File: config.mk
export PLATFORM = sky130hd
export DESIGN_NAME = irq_claim_arbiter
export DESIGN_NICKNAME = d
export VERILOG_FILES = /design/src/rtl/irq_arb_pkg.sv /design/src/rtl/irq_cfg_regs.sv /design/src/rtl/irq_pend_bank.sv /design/src/rtl/irq_target_sel.sv /design/src/rtl/irq_claim_arbiter.sv
export SDC_FILE = /design/constraint.sdc
export NUM_CORES = 1
export LEC_CHECK = 0
export BUFFER_PORTS_ARGS = -buffer_cell sky130_fd_sc_hd__buf_2
export CORE_ASPECT_RATIO = 1.2
export CORE_MARGIN = 2
export CORE_UTILIZATION = 55
export CTS_CLUSTER_DIAMETER = 40
export DETAILED_ROUTE_END_ITERATION = 16
export PLACE_DENSITY_LB_ADDON = 0.15
export SETUP_SLACK_MARGIN = 0.5
export SLEW_MARGIN = 10
export SYNTH_ARGS = -nofsm -noshare
export SYNTH_HDL_FRONTEND = slang
export SYNTH_SLANG_ARGS = --single-unit
File: constraint.sdc
create_clock -name clk -period 20.2 [get_ports clk]
set_input_delay 2.02 -clock clk [delete_from_list [all_inputs] [get_ports clk]]
set_output_delay 2.02 -clock clk [all_outputs]
set_load 0.05 [all_outputs]
File: src/rtl/irq_arb_pkg.sv
package irq_arb_pkg;
  typedef enum logic [1:0] {
    KIND_PRIO   = 2'd0,
    KIND_ENABLE = 2'd1,
    KIND_THRESH = 2'd2,
    KIND_RSVD   = 2'd3
  } reg_kind_e;
endpackage

File: src/rtl/irq_cfg_regs.sv
module irq_cfg_regs
  import irq_arb_pkg::*;
#(
  parameter int N_SRC  = 8,
  parameter int N_TGT  = 2,
  parameter int PRIO_W = 3,
  parameter int ADDR_W = 6,
  parameter int DATA_W = 8
) (
  input  logic              clk,
  input  logic              rst_n,
  input  logic              wr_en_i,
  input  logic [ADDR_W-1:0] addr_i,
  input  logic [DATA_W-1:0] wdata_i,
  output logic [DATA_W-1:0] rdata_o,
  output logic [PRIO_W-1:0] prio_o [N_SRC],
  output logic [N_SRC-1:0]  en_o   [N_TGT],
  output logic [PRIO_W-1:0] thr_o  [N_TGT]
);
  localparam int SEL_W = ADDR_W - 2;

  reg_kind_e        kind;
  logic [SEL_W-1:0] idx;
  assign kind = reg_kind_e'(addr_i[ADDR_W-1 -: 2]);
  assign idx  = addr_i[SEL_W-1:0];

  for (genvar s = 0; s < N_SRC; s++) begin : g_prio
    always_ff @(posedge clk or negedge rst_n) begin
      if (!rst_n) prio_o[s] <= '0;
      else if (wr_en_i && kind == KIND_PRIO && idx == SEL_W'(s + 1))
        prio_o[s] <= wdata_i[PRIO_W-1:0];
    end
  end

  for (genvar t = 0; t < N_TGT; t++) begin : g_tgt
    always_ff @(posedge clk or negedge rst_n) begin
      if (!rst_n) begin
        en_o[t]  <= '0;
        thr_o[t] <= '0;
      end else if (wr_en_i && idx == SEL_W'(t)) begin
        if (kind == KIND_ENABLE) en_o[t]  <= wdata_i[N_SRC-1:0];
        if (kind == KIND_THRESH) thr_o[t] <= wdata_i[PRIO_W-1:0];
      end
    end
  end

  always_comb begin
    rdata_o = '0;
    for (int s = 0; s < N_SRC; s++)
      if (kind == KIND_PRIO && idx == SEL_W'(s + 1)) rdata_o = DATA_W'(prio_o[s]);
    for (int t = 0; t < N_TGT; t++) begin
      if (kind == KIND_ENABLE && idx == SEL_W'(t)) rdata_o = DATA_W'(en_o[t]);
      if (kind == KIND_THRESH && idx == SEL_W'(t)) rdata_o = DATA_W'(thr_o[t]);
    end
  end
endmodule

File: src/rtl/irq_pend_bank.sv
module irq_pend_bank #(
  parameter int N_SRC = 8
) (
  input  logic             clk,
  input  logic             rst_n,
  input  logic [N_SRC-1:0] set_i,
  input  logic [N_SRC-1:0] clr_i,
  output logic [N_SRC-1:0] pend_o
);
  // A claim clear outranks a set arriving in the same cycle.
  always_ff @(posedge clk or negedge rst_n) begin
    if (!rst_n) pend_o <= '0;
    else        pend_o <= (pend_o | set_i) & ~clr_i;
  end

  // a pending bit not cleared stays set
  a_r3_pend_holds: assert property (@(posedge clk) disable iff (!rst_n)
    1'b1 |=> ((pend_o & ~$past(clr_i)) & $past(pend_o)) == ($past(pend_o) & ~$past(clr_i)));
endmodule

File: src/rtl/irq_target_sel.sv
module irq_target_sel #(
  parameter int N_SRC  = 8,
  parameter int PRIO_W = 3,
  parameter int ID_W   = 4
) (
  input  logic [N_SRC-1:0]  pend_i,
  input  logic [N_SRC-1:0]  en_i,
  input  logic [PRIO_W-1:0] prio_i [N_SRC],
  input  logic [PRIO_W-1:0] thr_i,
  output logic [ID_W-1:0]   id_o,
  output logic              eip_o
);
  logic [PRIO_W-1:0] best_p;

  // Strict compare: a later (higher) ID only wins with a higher priority,
  // and starting at the threshold makes priority 0 never eligible.
  always_comb begin
    best_p = thr_i;
    id_o   = '0;
    for (int k = 0; k < N_SRC; k++) begin
      if (pend_i[k] && en_i[k] && prio_i[k] > best_p) begin
        best_p = prio_i[k];
        id_o   = ID_W'(k + 1);
      end
    end
  end

  assign eip_o = (id_o != '0);

  // interrupt line only with an enabled pending source of nonzero priority
  always_comb begin
    a_r4_eip_has_source: assert (!eip_o || (pend_i & en_i) != '0);
    a_r5_id_in_range: assert (int'(id_o) <= N_SRC);
  end
endmodule

File: src/rtl/irq_claim_arbiter.sv
module irq_claim_arbiter #(
  parameter int N_SRC  = 8,
  parameter int N_TGT  = 2,
  parameter int PRIO_W = 3,
  parameter int ADDR_W = 6
) (
  input  logic                    clk,
  input  logic                    rst_n,
  input  logic                    reg_wr_en,
  input  logic [ADDR_W-1:0]       reg_addr,
  input  logic [N_SRC-1:0]        reg_wdata,
  output logic [N_SRC-1:0]        reg_rdata,
  input  logic [N_SRC-1:0]        gw_set,
  input  logic [N_TGT-1:0]        claim_req,
  output logic [N_TGT*$clog2(N_SRC+1)-1:0] claim_id,
  output logic [N_TGT-1:0]        eip
);
  localparam int ID_W   = $clog2(N_SRC + 1);
  localparam int DATA_W = N_SRC;

  logic [PRIO_W-1:0] prio   [N_SRC];
  logic [N_SRC-1:0]  en     [N_TGT];
  logic [PRIO_W-1:0] thr    [N_TGT];
  logic [ID_W-1:0]   sel_id [N_TGT];
  logic [N_SRC-1:0]  pend;
  logic [N_SRC-1:0]  clr;
  logic [N_TGT-1:0]  grant;

  irq_cfg_regs #(
    .N_SRC(N_SRC), .N_TGT(N_TGT), .PRIO_W(PRIO_W), .ADDR_W(ADDR_W), .DATA_W(DATA_W)
  ) u_cfg (
    .clk(clk), .rst_n(rst_n), .wr_en_i(reg_wr_en), .addr_i(reg_addr),
    .wdata_i(reg_wdata), .rdata_o(reg_rdata), .prio_o(prio), .en_o(en), .thr_o(thr)
  );

  irq_pend_bank #(.N_SRC(N_SRC)) u_pend (
    .clk(clk), .rst_n(rst_n), .set_i(gw_set), .clr_i(clr), .pend_o(pend)
  );

  for (genvar t = 0; t < N_TGT; t++) begin : g_sel
    irq_target_sel #(.N_SRC(N_SRC), .PRIO_W(PRIO_W), .ID_W(ID_W)) u_sel (
      .pend_i(pend), .en_i(en[t]), .prio_i(prio), .thr_i(thr[t]),
      .id_o(sel_id[t]), .eip_o(eip[t])
    );
  end

  // Claim resolution: lower-numbered target wins a shared source.
  always_comb begin
    clr = '0;
    for (int t = 0; t < N_TGT; t++) begin
      grant[t] = claim_req[t] && sel_id[t] != '0;
      for (int u = 0; u < t; u++)
        if (claim_req[u] && sel_id[u] == sel_id[t]) grant[t] = 1'b0;
      claim_id[t*ID_W +: ID_W] = grant[t] ? sel_id[t] : '0;
      for (int k = 0; k < N_SRC; k++)
        if (grant[t] && sel_id[t] == ID_W'(k + 1)) clr[k] = 1'b1;
    end
  end

  // a granted source is no longer pending on the next cycle
  a_r7_claim_clears: assert property (@(posedge clk) disable iff (!rst_n)
    (clr != '0) |=> (pend & $past(clr)) == '0);

  // a set coinciding with a claim of the same source is dropped
  a_r10_set_dropped: assert property (@(posedge clk) disable iff (!rst_n)
    ((gw_set & clr) != '0) |=> (pend & $past(gw_set & clr)) == '0);

  for (genvar t = 0; t < N_TGT; t++) begin : g_chk
    // no request, no ID
    a_r8_idle_zero: assert property (@(posedge clk) disable iff (!rst_n)
      !claim_req[t] |-> claim_id[t*ID_W +: ID_W] == '0);
    // a returned ID was pending before the edge
    a_r7_id_was_pending: assert property (@(posedge clk) disable iff (!rst_n)
      claim_id[t*ID_W +: ID_W] != '0 |-> pend[claim_id[t*ID_W +: ID_W] - 1'b1]);
    for (genvar u = t + 1; u < N_TGT; u++) begin : g_pair
      // one source never handed to two targets at once
      a_r9_no_double_grant: assert property (@(posedge clk) disable iff (!rst_n)
        (claim_id[t*ID_W +: ID_W] != '0 && claim_id[u*ID_W +: ID_W] != '0)
          |-> claim_id[t*ID_W +: ID_W] != claim_id[u*ID_W +: ID_W]);
    end
  end
endmodule

Word level (Yosys, flattened, before mapping) --
Cells that the tools add are included.
Storage, ports and cells: bits in registers 54, input port bits 27, output and inout port bits 18, logic and storage cells 202
Cells by class: $lt $le $gt $ge 16, equal/unequal tests 27, multiplexer cells 61, bitwise gates (word level) 3, reduce and logical (&&, ||, !) cells 82
Operators by type and width (count):
- two-way mux 3 bit | 30
- logical AND 1 bit | 74
- == test 4 x 3 -> 1 bit, second input constant | 12
- greater-than comparator 3 bit | 16
- two-way mux 8 bit | 4
- == test 4 x 2 -> 1 bit, second input constant | 6
- two-way mux 1 bit | 19
- two-way mux 4 bit | 4
- == test 4 x 1 -> 1 bit, second input constant | 3
- == test 4 bit, second input constant | 3
- bitwise AND 8 bit | 1
- two-way mux 2 bit | 4
- NOT 8 bit | 1
- bitwise OR 8 bit | 1
- AND reduction 2 bit | 4
- nonzero test 4 bit | 2
- == test 4 bit | 1
- logical NOT 4 bit | 1
- == test 2 x 1 -> 1 bit, second input constant | 1
- == test 2 bit, second input constant | 1
- logical NOT 2 bit | 1

Logic depth before layout (Yosys ltp) --
depth in word-level cells 31, depth in mapped cells 60, gate-level depth less buffers 59

Hierarchy --
From an unflattened synthesis, not the netlist that was laid out.
Second synthesis, totals: cell total of the unflattened synthesis 556, area total of the unflattened synthesis 5129.9 µm²
Modules (own cells, without submodules):
- irq_cfg_regs | times used 1, cells an instance 176, area each 2373.5 µm², seq. area each 1151.1 µm²
- irq_target_sel (g_sel[1].u_sel) | times used 1, cells an instance 165, area each 1106.1 µm², seq. area each 0.0 µm²
- irq_target_sel (g_sel[0].u_sel) | times used 1, cells an instance 153, area each 1024.7 µm², seq. area each 0.0 µm²
- irq_claim_arbiter | times used 1, cells an instance 46, area each 345.3 µm², seq. area each 0.0 µm²
- irq_pend_bank | times used 1, cells an instance 16, area each 280.3 µm², seq. area each 200.2 µm²

Worst setup path before layout --
Ideal clock, no wire load.
path type register to output, start point reg u_cfg.prio_o[22] in the netlist's numbering, end point out claim_id[6], arrival 12.355 ns, required time 18.180 ns, path slack 5.825 ns, cell stages (with the launch flop) 59, buffers on the path 2, cells stage by stage dfrtp_1 > ha_1 > nor2b_1 > o311ai_1 > nor2_1 > mux2_2 > ha_1 > or3_1 > nor3_1 > o311ai_1 > maj3_2 > or2_1 > clkbuf_1 > mux2_2 > ha_1 > or2_2 > nor2_1 > a221o_1 > (+23 left out) > a21oi_1 > ha_1 > nor2b_1 > o21ai_0 > nand2b_1 > nand4_1 > nor2_1 > a21o_1 > ha_1 > nor2b_1 > o21ai_0 > nand2b_1 > nand4_1 > o211ai_2 > mux2i_1 > and3_1 > buf_2 > nor3b_1
Between the ends: word-level cells in the longest chain between the ends 28, elaborated cells on any way between the ends 68, classes of those cells 16 x order compare; 1 x eq/ne; 32 x mux; 19 x reduce/logical
RTL lines:
- from (decl) | line irq_cfg_regs.sv:16 | output logic [PRIO_W-1:0] prio_o [N_SRC],
- from (signal, indexed assignment) | line irq_cfg_regs.sv:31 | prio_o[s] <= wdata_i[PRIO_W-1:0];
- greater-than comparator 3 bit | line irq_target_sel.sv:21 | if (pend_i[k] && en_i[k] && prio_i[k] > best_p) begin
- logical AND 1 bit | line irq_target_sel.sv:21
- two-way mux 3 bit | line irq_target_sel.sv:21
- greater-than comparator 3 bit | line irq_target_sel.sv:21
- logical AND 1 bit | line irq_target_sel.sv:21
- two-way mux 3 bit | line irq_target_sel.sv:21
- greater-than comparator 3 bit | line irq_target_sel.sv:21
- logical AND 1 bit | line irq_target_sel.sv:21
- (+12 left out)
- two-way mux 3 bit | line irq_target_sel.sv:21
- greater-than comparator 3 bit | line irq_target_sel.sv:21
- logical AND 1 bit | line irq_target_sel.sv:21
- two-way mux 4 bit | line irq_target_sel.sv:21
- == test 4 bit / nonzero test 4 bit (equally long branches) | line irq_claim_arbiter.sv:53, irq_claim_arbiter.sv:51
- logical AND 1 bit, on equally long branches | line irq_claim_arbiter.sv:53, irq_claim_arbiter.sv:51
- two-way mux 1 bit | line irq_claim_arbiter.sv:53 | if (claim_req[u] && sel_id[u] == sel_id[t]) grant[t] = 1'b0;
- two-way mux 4 bit (*) | line irq_claim_arbiter.sv:54 | claim_id[t*ID_W +: ID_W] = grant[t] ? sel_id[t] : '0;
- to (decl) | line irq_claim_arbiter.sv:15 | output logic [N_TGT*$clog2(N_SRC+1)-1:0] claim_id,
Mark *: on every way between the ends. The rest lies on a longest branch, timed or not.

Worst setup path in the final report --
start point reg u_cfg.thr_o[1] in the netlist's numbering, end point out claim_id[5]
Between the ends: word-level cells in the longest chain between the ends 28, elaborated cells on any way between the ends 37, classes of those cells 8 x order compare; 1 x eq/ne; 17 x mux; 11 x reduce/logical
RTL lines:
- from (decl) | line irq_cfg_regs.sv:18 | output logic [PRIO_W-1:0] thr_o [N_TGT]
- from (signal, indexed assignment) | line irq_cfg_regs.sv:42 | if (kind == KIND_THRESH) thr_o[t] <= wdata_i[PRIO_W-1:0];
- greater-than comparator 3 bit | line irq_target_sel.sv:21
- logical AND 1 bit | line irq_target_sel.sv:21
- two-way mux 3 bit | line irq_target_sel.sv:21
- greater-than comparator 3 bit | line irq_target_sel.sv:21
- logical AND 1 bit | line irq_target_sel.sv:21
- two-way mux 3 bit | line irq_target_sel.sv:21
- greater-than comparator 3 bit | line irq_target_sel.sv:21
- logical AND 1 bit | line irq_target_sel.sv:21
- (+12 left out)
- two-way mux 3 bit | line irq_target_sel.sv:21
- greater-than comparator 3 bit | line irq_target_sel.sv:21
- logical AND 1 bit | line irq_target_sel.sv:21
- two-way mux 4 bit (*) | line irq_target_sel.sv:21
- == test 4 bit / nonzero test 4 bit (equally long branches) | line irq_claim_arbiter.sv:53, irq_claim_arbiter.sv:51
- logical AND 1 bit, on equally long branches | line irq_claim_arbiter.sv:53, irq_claim_arbiter.sv:51
- two-way mux 1 bit | line irq_claim_arbiter.sv:53
- two-way mux 4 bit (*) | line irq_claim_arbiter.sv:54
Marks and branches as above.

==> run summary <==
final core occ - 0.605
TritonCTS clock tree - built
clock share of power - 0.136
Mean Syn Cell Area - 8.87 um^2
Max stage delay on crit path - 470 ps
TritonCTS Buffers - 5
crit path DAT - 13250 ps
max-slew violation count - 0
setup TNS - 0 ps
dpl cell area - 0.00499 mm^2
DRC - 0
status - finished clean
Cells after Synth - 531
total of max-cap violations - 0
hold_buf cts - 0
Max Freq - 65.5 MHz
post-synthesis compound-gate area fraction - 0.221
clock skew - 5.82 ps
Vias - 4517
clk sink count - 54
Worst Hold Class - reg -> reg
EDFF count, synth - 0
period utilization - 0.756
post-synthesis xor/xnor area fraction - 0.00186
Buffers on Ports - 44
worst-path fanout max - 10
Slowest cell on crit path - o311ai_1
Die W - 88.5 um
DP Wirelength - 11000 um
Comb pwr share - 0.547
largest family of logic cells by synthesized area - compound AO/OA/AOI/OAI gates
Setup CP Type - reg -> out
H-tree depth - 2
Worst Hold Slack - 538 ps
WL final - 14100 um
post-cts gate resize count - 0
clock transition at the registers of the reported paths - 100 ps
YS warnings - 0
post-synth top area share - 0.287
layout cells sized above 1 - 0.224
RSZ-0062 raised after global routing - no
async set-reset flop share out of synthesis - 1.00
initial antenna violation count - 0
largest area contributor in the synthesized netlist - dfrtp_1
ys flop type - dfrtp_1
CP startpoint kind - flop
Pint - 259 uW
Distinct cells, synth - 73
mux contribution to synthesized area - 0.155
n_diodes - 0
Area Growth Syn to Fin - 8.16%
die area - 0.00932 mm^2
cell row count - 37
Final Hold Vio Count - 0
Synth Area in Adders - 0.0874
GPL Wtd Cong - 0.932
net count after synthesis - 586
Skew-Pair Late Insertion Delay - 330 ps
antenna-violating nets left - 0
# IOs - 45
die height - 105 um
All-Layer GR Usage - 0.320
Initial Util - 0.559
drt initial violations - 387
Worst VDD drop - 0.115 mV
fillers - 777
max_slew headroom - 0.316
largest net degree at the start of global routing - 55
Seq pwr share - 0.316
Post-Synth Simple-Gate Area - 0.209
Final Setup Violations - 0
Nets - 617
Psw - 241 uW
CORE AREA - 0.00843 mm^2
Avg WL per Cell - 20.7 um
fin area - 0.00509 mm^2
Leak - 0.00227 uW
DRT Pass-1 Iters - 5
Max Root-Sink Buffers - 2
setup bufs post-CTS - 0
most frequent CP cell - ha_1
most common cell in the netlist - mux2_2
post-route minimum period - 15270 ps
first-pass GRT wire length - 23100 um
vias in the first global route - 4587
DR vias/cell - 6.64
Worst Setup End Kind - output pin
Worst EP required - 18180 ps
cell at the root of the clock tree - clkbuf_8
Synth area leaders - dfrtp_1, mux2_2, ha_1, nor2_1, nand2_1
Post-synth top cells - mux2_2, dfrtp_1, nor2_1, nand2_1
worst slew pin tran - 1020 ps
mapped cell area - 0.00471 mm^2
register area share after synthesis - 0.287
Remaining Overflow, GRT - 0
Sw Share - 0.482
Seq cells post-synth - 54
P per Cell Area - 98.2 mW/mm^2
[cell type report]
type                    count  area, um^2  share of cell area
clock buffers               6        82.6              0.0162
multi-input cells         430        3170               0.623
flip-flops and latches     54        1350               0.265
clock inverters             2        16.3             0.00319
repair buffers             45         228              0.0447
well taps                 117         146              0.0287
inverters                  26        97.6              0.0192
[power by group through the flow]
stage	clock network [uW]	registers, uW	logic (uW)
final	68.1	158	274
after global routing	73.9	161	303
after CTS	68.4	157	271
after detailed placement	0	159	269
after global placement	0	159	263
after floorplan	0	141	225
[cells by family (layout without fill, tap and decap cells)]
family	Yosys count	after routing
and+or+nand+nor	193	193
AOI/OAI and AO/OA	140	140
muxes	62	62
DFF	54	54
buffers and inverters	47	79
adders and majority gates	34	34
xor gates and xnor gates	1	1
[through the flow]
stage,std cells,total power (uW),setup WS [ps]
2_1_floorplan,531,366,5820
3_3_place_gp,672,421,5570
3_5_place_dp,672,428,5440
4_1_cts,680,496,5020
5_1_grt,680,538,3930
6_report,680,500,4930
[cells in the final DEF (no fill, tap or decap), drive strengths merged, types with 5 or more instances in the layout]
master / netlist / final
inv: 26 / 27
nand2: 42 / 42
mux2: 58 / 58
maj3: 6 / 6
a21oi: 15 / 15
o21ai: 25 / 25
nor2: 45 / 45
a222oi: 5 / 5
ha: 28 / 28
nand3: 28 / 28
and2: 9 / 9
a31oi: 14 / 14
a22o: 7 / 7
and3: 10 / 10
dfrtp: 54 / 54
nand2b: 8 / 8
nor2b: 7 / 7
a211oi: 7 / 7
buf: 4 / 45
nor3: 13 / 13
a22oi: 5 / 5
nand4: 6 / 6
clkbuf: 17 / 6
a21o: 6 / 6
a31o: 5 / 5
[worst paths after layout]
kind | startpoint | end | slack [ps] | cells past startpoint
worst max-delay path | u_cfg.thr_o[1] | claim_id[5] | 4930 | 56
worst min-delay path | u_cfg.en_o[12] | u_cfg.en_o[12] | 540 | 1
worst max register to register | u_cfg.thr_o[1] | u_pend.pend_o[2] | 7330 | 56
worst min register to register | u_cfg.en_o[12] | u_cfg.en_o[12] | 540 | 1
max in group asynchronous | rst_n | u_cfg.prio_o[15] | 17900 | 2
min in group asynchronous | rst_n | u_cfg.en_o[15] | 1820 | 2
[critical path: cells and delay by family, from the launching register on]
| kind | cells | cell delay, ps |
|---|---|---|
| AND/OR/NAND/NOR | 25 | 4000 |
| adder cells (fa/ha/maj) | 12 | 3760 |
| AO/OA/AOI/OAI | 12 | 2580 |
| multiplexers | 5 | 1720 |
| flip-flops | 1 | 460 |
| buffers and inverters | 2 | 370 |
[metal layers]
metal	vias to the layer above	routed length [um]	global-route usage
li1	2088	-	-
met1	2193	5600	0.390
met2	188	7080	0.543
met3	48	648	0.0352
met4	0	776	0.171
met5	-	0	0
[sequential cells by signal, summed over array words and instances, names as in the netlist]
| signal | count |
|---|---|
| u_cfg.prio_o | 24 |
| u_cfg.en_o | 16 |
| u_pend.pend_o | 8 |
| u_cfg.thr_o | 6 |
No activity file was read; power rests on OpenSTA's default activity.
